File: src/rtl/sdram_init_pkg.sv
package sdram_init_pkg;

  typedef struct packed {
    logic       bus16;
    logic [3:0] t_xsr;
    logic [3:0] t_ras;
    logic [3:0] t_rcd;
    logic [3:0] t_rp;
    logic [3:0] t_rc;
    logic [3:0] t_wr;
    logic [1:0] cas;
    logic       bank_off;
    logic [1:0] row_off;
    logic [1:0] col_off;
  } sdram_cfg_t;

  localparam int CFG_W = $bits(sdram_cfg_t);

  // {cs_n, ras_n, cas_n, we_n}
  localparam logic [3:0] CMD_DESEL = 4'b1111;
  localparam logic [3:0] CMD_NOP   = 4'b0111;
  localparam logic [3:0] CMD_PRE   = 4'b0010;
  localparam logic [3:0] CMD_REF   = 4'b0001;
  localparam logic [3:0] CMD_LMR   = 4'b0000;

  typedef enum logic [3:0] {
    ST_IDLE, ST_PAUSE, ST_PRE, ST_TRP, ST_REF, ST_TRC,
    ST_LMR, ST_TMRD, ST_RUN, ST_RREF
  } seq_state_e;

endpackage

File: src/rtl/sdram_gap_timer.sv
module sdram_gap_timer #(
  parameter int CNT_W = 16
) (
  input  logic             clk_i,
  input  logic             rst_ni,
  input  logic             load_i,
  input  logic [CNT_W-1:0] load_val_i,
  output logic             expire_o
);
  logic [CNT_W-1:0] cnt_q;

  always_ff @(posedge clk_i or negedge rst_ni) begin
    if (!rst_ni)             cnt_q <= '0;
    else if (load_i)         cnt_q <= load_val_i;
    else if (cnt_q != '0)    cnt_q <= cnt_q - 1'b1;
  end

  // next command may follow when two or fewer cycles remain
  assign expire_o = (cnt_q <= CNT_W'(2));

  AST_GAP_NO_WRAP: assert property (@(posedge clk_i) disable iff (!rst_ni)
    (!load_i && cnt_q == '0) |=> (cnt_q == '0));
endmodule

File: src/rtl/sdram_refresh_timer.sv
module sdram_refresh_timer #(
  parameter int RP_W = 16
) (
  input  logic            clk_i,
  input  logic            rst_ni,
  input  logic            run_i,
  input  logic [RP_W-1:0] period_i,
  output logic            due_o
);
  logic [RP_W-1:0] rcnt_q;

  always_ff @(posedge clk_i or negedge rst_ni) begin
    if (!rst_ni)              rcnt_q <= '0;
    else if (!run_i)          rcnt_q <= period_i - 1'b1;
    else if (rcnt_q == '0)    rcnt_q <= period_i - 1'b1;
    else                      rcnt_q <= rcnt_q - 1'b1;
  end

  assign due_o = run_i && (rcnt_q == '0);

  AST_REF_RELOAD: assert property (@(posedge clk_i) disable iff (!rst_ni)
    (due_o && run_i) |=> (rcnt_q == $past(period_i) - 1'b1));
endmodule

File: src/rtl/sdram_size_calc.sv
module sdram_size_calc
  import sdram_init_pkg::*;
#(
  parameter int SIZE_W = 32
) (
  input  sdram_cfg_t        cfg_i,
  output logic [SIZE_W-1:0] size_o
);
  logic [5:0] exp_w;

  always_comb begin
    exp_w = 6'd11 + 6'(cfg_i.row_off) + 6'd8 + 6'(cfg_i.col_off)
          + 6'd1 + 6'(cfg_i.bank_off) + (cfg_i.bus16 ? 6'd1 : 6'd2);
    size_o = SIZE_W'(1) << exp_w;
  end
endmodule

File: src/rtl/sdram_init_seq.sv
module sdram_init_seq
  import sdram_init_pkg::*;
#(
  parameter int CLK_FREQ_HZ = 100_000_000,
  parameter int PAUSE_US    = 200,
  parameter int INIT_REFS   = 8,
  parameter int ADDR_W      = 13,
  parameter int BA_W        = 2,
  parameter int RP_W        = 16,
  parameter int SIZE_W      = 32
) (
  input  logic              clk_i,
  input  logic              rst_ni,
  input  logic              start_i,
  input  logic [31:0]       cfg_i,
  input  logic [RP_W-1:0]   refresh_period_i,
  output logic              cke_o,
  output logic              cs_no,
  output logic              ras_no,
  output logic              cas_no,
  output logic              we_no,
  output logic [ADDR_W-1:0] addr_o,
  output logic [BA_W-1:0]   ba_o,
  output logic              init_done_o,
  output logic [SIZE_W-1:0] mem_size_o
);
  localparam int PAUSE_CYC = CLK_FREQ_HZ / 1_000_000 * PAUSE_US;
  localparam int CNT_W     = $clog2(PAUSE_CYC + 16) + 1;
  localparam int RC_W      = $clog2(INIT_REFS + 1);
  localparam int TMRD      = 2;

  sdram_cfg_t  cfg_w, cfg_q;
  seq_state_e  state_q, state_d;
  logic [RC_W-1:0]  ref_cnt_q;
  logic             gap_load, gap_exp, ref_due, start_ok, done_q;
  logic [CNT_W-1:0] gap_val;
  logic [3:0]       cmd;
  logic             unused_cfg;

  assign cfg_w = sdram_cfg_t'(cfg_i[CFG_W-1:0]);
  assign unused_cfg = ^{cfg_q.t_wr, cfg_q.t_rcd, cfg_q.t_ras, cfg_q.t_xsr,
                        cfg_q.bus16, cfg_q.bank_off, cfg_q.row_off, cfg_q.col_off};
  assign start_ok = start_i && (state_q == ST_IDLE) &&
                    (cfg_w.cas == 2'd2 || cfg_w.cas == 2'd3);

  sdram_gap_timer #(.CNT_W(CNT_W)) u_gap (
    .clk_i, .rst_ni, .load_i(gap_load), .load_val_i(gap_val), .expire_o(gap_exp));

  sdram_refresh_timer #(.RP_W(RP_W)) u_rfsh (
    .clk_i, .rst_ni, .run_i(state_q != ST_IDLE), .period_i(refresh_period_i),
    .due_o(ref_due));

  sdram_size_calc #(.SIZE_W(SIZE_W)) u_size (.cfg_i(cfg_w), .size_o(mem_size_o));

  always_comb begin
    gap_load = 1'b0;
    gap_val  = '0;
    state_d  = state_q;
    unique case (state_q)
      ST_IDLE:  if (start_ok) begin
                  state_d = ST_PAUSE; gap_load = 1'b1; gap_val = CNT_W'(PAUSE_CYC + 1);
                end
      ST_PAUSE: if (gap_exp) state_d = ST_PRE;
      ST_PRE:   begin state_d = ST_TRP; gap_load = 1'b1; gap_val = CNT_W'(cfg_q.t_rp); end
      ST_TRP:   if (gap_exp) state_d = ST_REF;
      ST_REF:   begin state_d = ST_TRC; gap_load = 1'b1; gap_val = CNT_W'(cfg_q.t_rc); end
      ST_TRC:   if (gap_exp) state_d = (ref_cnt_q == RC_W'(INIT_REFS)) ? ST_LMR : ST_REF;
      ST_LMR:   begin state_d = ST_TMRD; gap_load = 1'b1; gap_val = CNT_W'(TMRD); end
      ST_TMRD:  if (gap_exp) state_d = ST_RUN;
      ST_RUN:   if (ref_due) state_d = ST_RREF;
      ST_RREF:  state_d = ST_RUN;
      default:  state_d = ST_IDLE;
    endcase
  end

  always_ff @(posedge clk_i or negedge rst_ni) begin
    if (!rst_ni) begin
      state_q   <= ST_IDLE;
      cfg_q     <= '0;
      ref_cnt_q <= '0;
      done_q    <= 1'b0;
    end else begin
      state_q <= state_d;
      if (start_ok) cfg_q <= cfg_w;
      if (state_q == ST_PRE)      ref_cnt_q <= '0;
      else if (state_q == ST_REF) ref_cnt_q <= ref_cnt_q + 1'b1;
      if (state_q == ST_RUN) done_q <= 1'b1;
    end
  end

  always_comb begin
    addr_o = '0;
    ba_o   = '0;
    unique case (state_q)
      ST_IDLE:         cmd = CMD_DESEL;
      ST_PRE:          begin cmd = CMD_PRE; addr_o[10] = 1'b1; end
      ST_REF, ST_RREF: cmd = CMD_REF;
      ST_LMR:          begin cmd = CMD_LMR; addr_o[6:4] = {1'b0, cfg_q.cas}; end
      default:         cmd = CMD_NOP;
    endcase
  end

  assign {cs_no, ras_no, cas_no, we_no} = cmd;
  assign cke_o       = (state_q != ST_IDLE);
  assign init_done_o = done_q;

  AST_LMR_CAS_LEGAL: assert property (@(posedge clk_i) disable iff (!rst_ni)
    (state_q == ST_LMR) |-> (cfg_q.cas == 2'd2 || cfg_q.cas == 2'd3));
  AST_LMR_BANK_ZERO: assert property (@(posedge clk_i) disable iff (!rst_ni)
    (cke_o && {cs_no, ras_no, cas_no, we_no} == CMD_LMR) |-> (ba_o == '0));
  AST_LMR_AFTER_REFS: assert property (@(posedge clk_i) disable iff (!rst_ni)
    (state_q == ST_LMR) |-> (ref_cnt_q == RC_W'(INIT_REFS)));
  AST_CKE_STICKY: assert property (@(posedge clk_i) disable iff (!rst_ni)
    cke_o |=> cke_o);
  AST_DONE_STICKY: assert property (@(posedge clk_i) disable iff (!rst_ni)
    init_done_o |=> init_done_o);
  AST_DONE_FROM_RUN: assert property (@(posedge clk_i) disable iff (!rst_ni)
    $rose(init_done_o) |-> $past(state_q == ST_RUN));
endmodule

File: config.mk
export PLATFORM = sky130hd
export DESIGN_NAME = sdram_init_seq
export DESIGN_NICKNAME = d
export VERILOG_FILES = /design/src/rtl/sdram_init_pkg.sv /design/src/rtl/sdram_gap_timer.sv /design/src/rtl/sdram_refresh_timer.sv /design/src/rtl/sdram_size_calc.sv /design/src/rtl/sdram_init_seq.sv
export SDC_FILE = /design/constraint.sdc
export NUM_CORES = 1
export LEC_CHECK = 0
export ABC_CLOCK_PERIOD_IN_PS = 2750
export CORE_ASPECT_RATIO = 0.75
export CORE_MARGIN = 5
export CORE_UTILIZATION = 48
export CTS_CLUSTER_DIAMETER = 150
export DETAILED_ROUTE_END_ITERATION = 10
export PLACE_DENSITY = 0.86
export SYNTH_ARGS = -nofsm -noshare
export SYNTH_HDL_FRONTEND = slang
export SYNTH_SLANG_ARGS = --single-unit
File: constraint.sdc
create_clock -name clk_i -period 2.75 [get_ports clk_i]
set_input_delay 0.4125 -clock clk_i [delete_from_list [all_inputs] [get_ports clk_i]]
set_output_delay 0.4125 -clock clk_i [all_outputs]
set_load 0.02 [all_outputs]
# Word-level counts from Yosys, hierarchy flattened
# Cells that the tools add are included.
classes:
  add_sub_neg: 10
  order_cmp: 1
  n_eq_ne: 18
  n_shift: 1
  n_mux: 22
  reduce_logical: 13
ops:
  columns: ["cell", "n"]
  rows:
  - ["2-to-1 mux 16 bit", 4]
  - ["case mux 15 bit (4 select lines)", 1]
  - ["subtractor 16 x 1 -> 16 bit, second input constant", 3]
  - ["case mux 4 bit (10 select lines)", 1]
  - ["2-to-1 mux 4 bit", 8]
  - ["left shift 1 x 6 -> 32 bit, first input constant", 1]
  - ["equality test 4 x 3 -> 1 bit, second input constant", 4]
  - ["less-or-equal comparator 16 x 2 -> 1 bit, second input constant", 1]
  - ["zero test 16 bit", 1]
  - ["case mux 4 bit (4 select lines)", 1]
  - ["nonzero test 16 bit", 1]
  - ["2-to-1 mux 15 bit", 1]
  - ["equality test 4 bit, second input constant", 3]
  - ["inequality test 2 bit, second input constant", 6]
  - ["equality test 4 x 2 -> 1 bit, second input constant", 2]
  - ["adder 6 x 1 -> 6 bit", 1]
  - ["adder 6 x 1 -> 6 bit, second input constant", 1]
  - ["adder 6 x 2 -> 6 bit", 1]
  - ["adder 6 x 4 -> 6 bit, second input constant", 1]
  - ["adder 6 bit", 1]
  - ["2-to-1 mux 2 bit", 3]
  - ["AND reduction 6 bit", 1]
  - ["adder 4 x 2 -> 5 bit, first input constant", 1]
  - ["adder 4 x 1 -> 4 bit, second input constant", 1]
  - ["other kinds (11)", 16]
word_totals:
  reg_bits: 51
  in_bits: 51
  out_inout_bits: 53

# Logic depth before layout (Yosys ltp)
depth:
  ltp_word: 7
  ltp_mapped: 10

# Cells and area by module
# From an unflattened synthesis, not the netlist that was laid out.
unflattened:
  hier_cells: 415
  hier_area_um2: 3789.9
by_module_without_submodules:
  columns: ["mod", "n_inst", "cells_per_inst", "area_per_inst_um2", "seq_area_each_um2"]
  rows:
  - ["sdram_init_seq", 1, 121, 1162.4, 475.5]
  - ["sdram_refresh_timer", 1, 124, 1137.3, 400.4]
  - ["sdram_gap_timer", 1, 116, 1058.5, 400.4]
  - ["sdram_size_calc", 1, 54, 431.7, 0.0]

# Worst setup path after synthesis
# OpenSTA, ideal clock, no wires.
synth_timing:
  path_kind: "input port to output port"
  startpoint: "input port cfg_i[2]"
  endpoint: "output port mem_size_o[31]"
  arrival_ps: 2504
  t_required_ps: 2338
  slack_ps: -167
  path_stages: 9
  path_buffers: 0
  path_cell_list: "inv_1 ha_1 inv_1 fa_1 inv_1 fa_1 xnor2_1 nand2_1 nor3_1"
synth_between:
  elab_chain_cells: 7
synth_rtl:
  columns: ["item", "line_no", "rtl"]
  rows:
  - ["start, declared", "sdram_init_seq.sv:15", "input logic [31:0] cfg_i,"]
  - ["adder 4 x 2 -> 5 bit", "sdram_size_calc.sv:12", "exp_w = 6'd11 + 6'(cfg_i.row_off) + 6'd8 + 6'(cfg_i.col_off)"]
  - ["adder 6 x 4 -> 6 bit", "sdram_size_calc.sv:12", null]
  - ["adder 6 x 2 -> 6 bit", "sdram_size_calc.sv:12", null]
  - ["adder 6 x 1 -> 6 bit (2 in series)", "sdram_size_calc.sv:13", "+ 6'd1 + 6'(cfg_i.bank_off) + (cfg_i.bus16 ? 6'd1 : 6'd2);"]
  - ["adder 6 bit", "sdram_size_calc.sv:13", null]
  - ["left shift 1 x 6 -> 32 bit", "sdram_size_calc.sv:14", "size_o = SIZE_W'(1) << exp_w;"]
  - ["end, declared", "sdram_init_seq.sv:25", "output logic [SIZE_W-1:0] mem_size_o"]
# Every way passes these cells.

# Worst setup path after layout
layout_timing:
  startpoint: "input port cfg_i[2]"
  endpoint: "output port mem_size_o[19]"
# The elaborated chain is that of the path after synthesis.

==> qor.txt <==
Yosys warning total -> 0
Clock Skews -> 8.61 ps
TritonCTS Sinks -> 51
cts hold-fix bufs -> 0
Worst path max stage delay -> 470 ps
HP Class -> input pin to asynchronous set/reset pin
clock latency on the worst-skew pair -> 310 ps
Starting Density -> 48.5%
fmax -> 0.341 GHz
CP Class -> input pin to output pin
Post-synth EDFFs -> 0
final hold vios -> 0
CP required -> 2340 ps
maximum VDD drop -> 0.000247 V
First DRT Iteration DRCs -> 196
Final Core Density -> 61.5%
commonest non-fill, non-tap cell in the layout -> nand2_1
final critical-path required period -> 2930 ps
CP Max Fanout -> 4
# diodes -> 0
Die X -> 109 um
CTS Root Cell -> clkbuf_8
CP Cell Sequence -> buf_8 > inv_4 > ha_4 > inv_2 > fa_1 > ha_1 > nor2b_1 > o21ai_2 > nor2b_4 > nand2_4 > nor3_2 > buf_4
CP bufs+invs -> 4
initial antenna violation count -> 0
Final ANT Viol Nets -> 0
status -> complete, but fails checks
via count -> 3,019
DR DRC count -> 0
Final Setup Violations -> 16
largest net degree at the start of global routing -> 33
Synth Cell Area -> 3500 um^2
Startpoint Class -> input pin
die footprint -> 9130 um^2
Gate Count Post-Synth -> 413
Buffers on Ports -> 59
number of global-route vias before repair -> 3,006
post-synthesis async set-or-reset flop share -> 100%
max-cap violation count -> 0
most frequent cells in the layout -> 54 x nand2_1, 51 x dfrtp_1, 37 x clkdlybuf4s50_1
Slew HR -> 50.5%
Leak Pwr -> 0.00189 uW
number of buffers created by CTS -> 5
CP Data Arrival Time -> 2520 ps
Avg Synthesized Cell Area -> 8.49 um^2
worst slew pin tran -> 723 ps
CP max-delay cell -> fa_1
RSZ-0062 raised after global routing -> yes
Post-Place Worst Slack -> -1160 ps
CORE AREA -> 7230 um^2
failing checks -> negative setup slack
Period Utilization, post-route -> 106%
Via density -> 5.13
Crit. End Element -> output pin
final wirelength -> 8.08 mm
final hold slack -> 30.6 ps
P&R area growth vs syn -> 26.9%
Largest delay share family, worst path -> adder cells
die height -> 84 um
Detailed Routing Iterations Pass 1 -> 4
GRT Overall Usage -> 18.0%
WL/cell -> 13.7 um
DP HPWL -> 6.12 mm
Longest Clk Path Bufs -> 2
sequential area share after synthesis -> 36.4%
fin. max-slew vios -> 0
GP Congestion -> 0.838
htree depth -> 2
pwr/cell area -> 470 nW/um^2
Boundary Pins -> 104
worst setup margin -> -179 ps
global-route wire length before repair -> 13.6 mm
setup_tns -> -1600 ps
post-synth cell types -> 51
Synth Register Bits -> 51
fraction of final layout cells sized beyond drive strength 1 -> 17.9%
Primary FF master, synth -> dfrtp_1
GRT overflow -> 0
Clock transition at path regs -> 100 ps
CTS tree -> yes
FP Rows -> 27
Nets -> 552
-- kinds of logic (layout without fill, tap and decap cells) --
family	count (synthesis)	in the layout	synth area share (%)
flops	51	51	36.4
fa+ha+maj	15	15	6.00
mux	8	8	2.28
compound gates	70	70	11.8
buf+inv	61	108	10.1
simple gates	169	169	23.8
xor+xnor	38	38	9.50
other cells	1	28	0.107
-- stage by stage --
stage | instance area, um^2 | std cells | total power, uW
2_1_floorplan | 3630 | 440 | 1290
3_3_place_gp | 4190 | 576 | 1480
3_5_place_dp | 4190 | 576 | 1500
4_1_cts | 4350 | 585 | 2020
5_1_grt | 4450 | 588 | 2200
6_report | 4450 | 588 | 2090
-- timing repair --
action                     in CTS  in global routing
pin swaps                      16                 14
resized for setup             116                 21
setup endpoints to repair      16                 18
gates cloned                    0                  0
buffers inserted                1                  3
-- layout make-up --
class                           count  area [um^2]
Timing Repair Buffer               78          717
Tap cell                          101          126
Fill cell                         620         2780
Sequential cell                    51         1280
Inverter                           22         85.1
Clock inverter                      1         7.51
Multi-Input combinational cell    328         2140
Clock buffer                        7         96.3
-- state kept, by name, indices dropped and copies added (netlist names) --
signal         flops
cfg_q             10
init_done_o        1
ref_cnt_q          4
state_q            4
u_gap.cnt_q       16
u_rfsh.rcnt_q     16
-- metal layers --
layer / wire [um] / vias to the layer above / track usage, %
met1: 3570 / 1446 / 24.0
li1: - / 1494 / -
met4: 147 / 0 / 5.85
met2: 4080 / 66 / 30.0
met3: 288 / 13 / 2.71
met5: 0 / - / 0
-- final timing paths --
path | slack, ps | end | startpoint | depth (start not counted)
worst min register to register | 470 | cfg_q[6] | cfg_q[6] | 2
worst min-delay path | 30 | u_gap.cnt_q[2] | rst_ni | 1
min in group clk_i | 470 | cfg_q[6] | cfg_q[6] | 2
worst max-delay path | -180 | mem_size_o[19] | cfg_i[2] | 12
worst max register to register | 620 | u_gap.cnt_q[9] | u_gap.cnt_q[8] | 5
max in group asynchronous | 1960 | u_rfsh.rcnt_q[3] | rst_ni | 2
-- power by group --
group          internal (uW)  switching [uW]  total [uW]
Combinational            320             375         695
Sequential               826            85.9         912
Clock                    229             255         484
Total                   1380             716        2090
-- cells in the mapped netlist, types with 8 or more instances --
library cell	number	area, um^2
nand2_1	59	221
dfrtp_1	51	1280
nor2_1	37	139
buf_4	28	210
a21oi_1	26	130
inv_1	22	82.6
o21ai_0	21	105
nor3_1	20	100
xnor2_1	20	175
xor2_1	18	158
ha_1	12	150
mux2i_1	8	80.1
nand2b_1	8	50.1
Power figures use the tool's default switching activity.
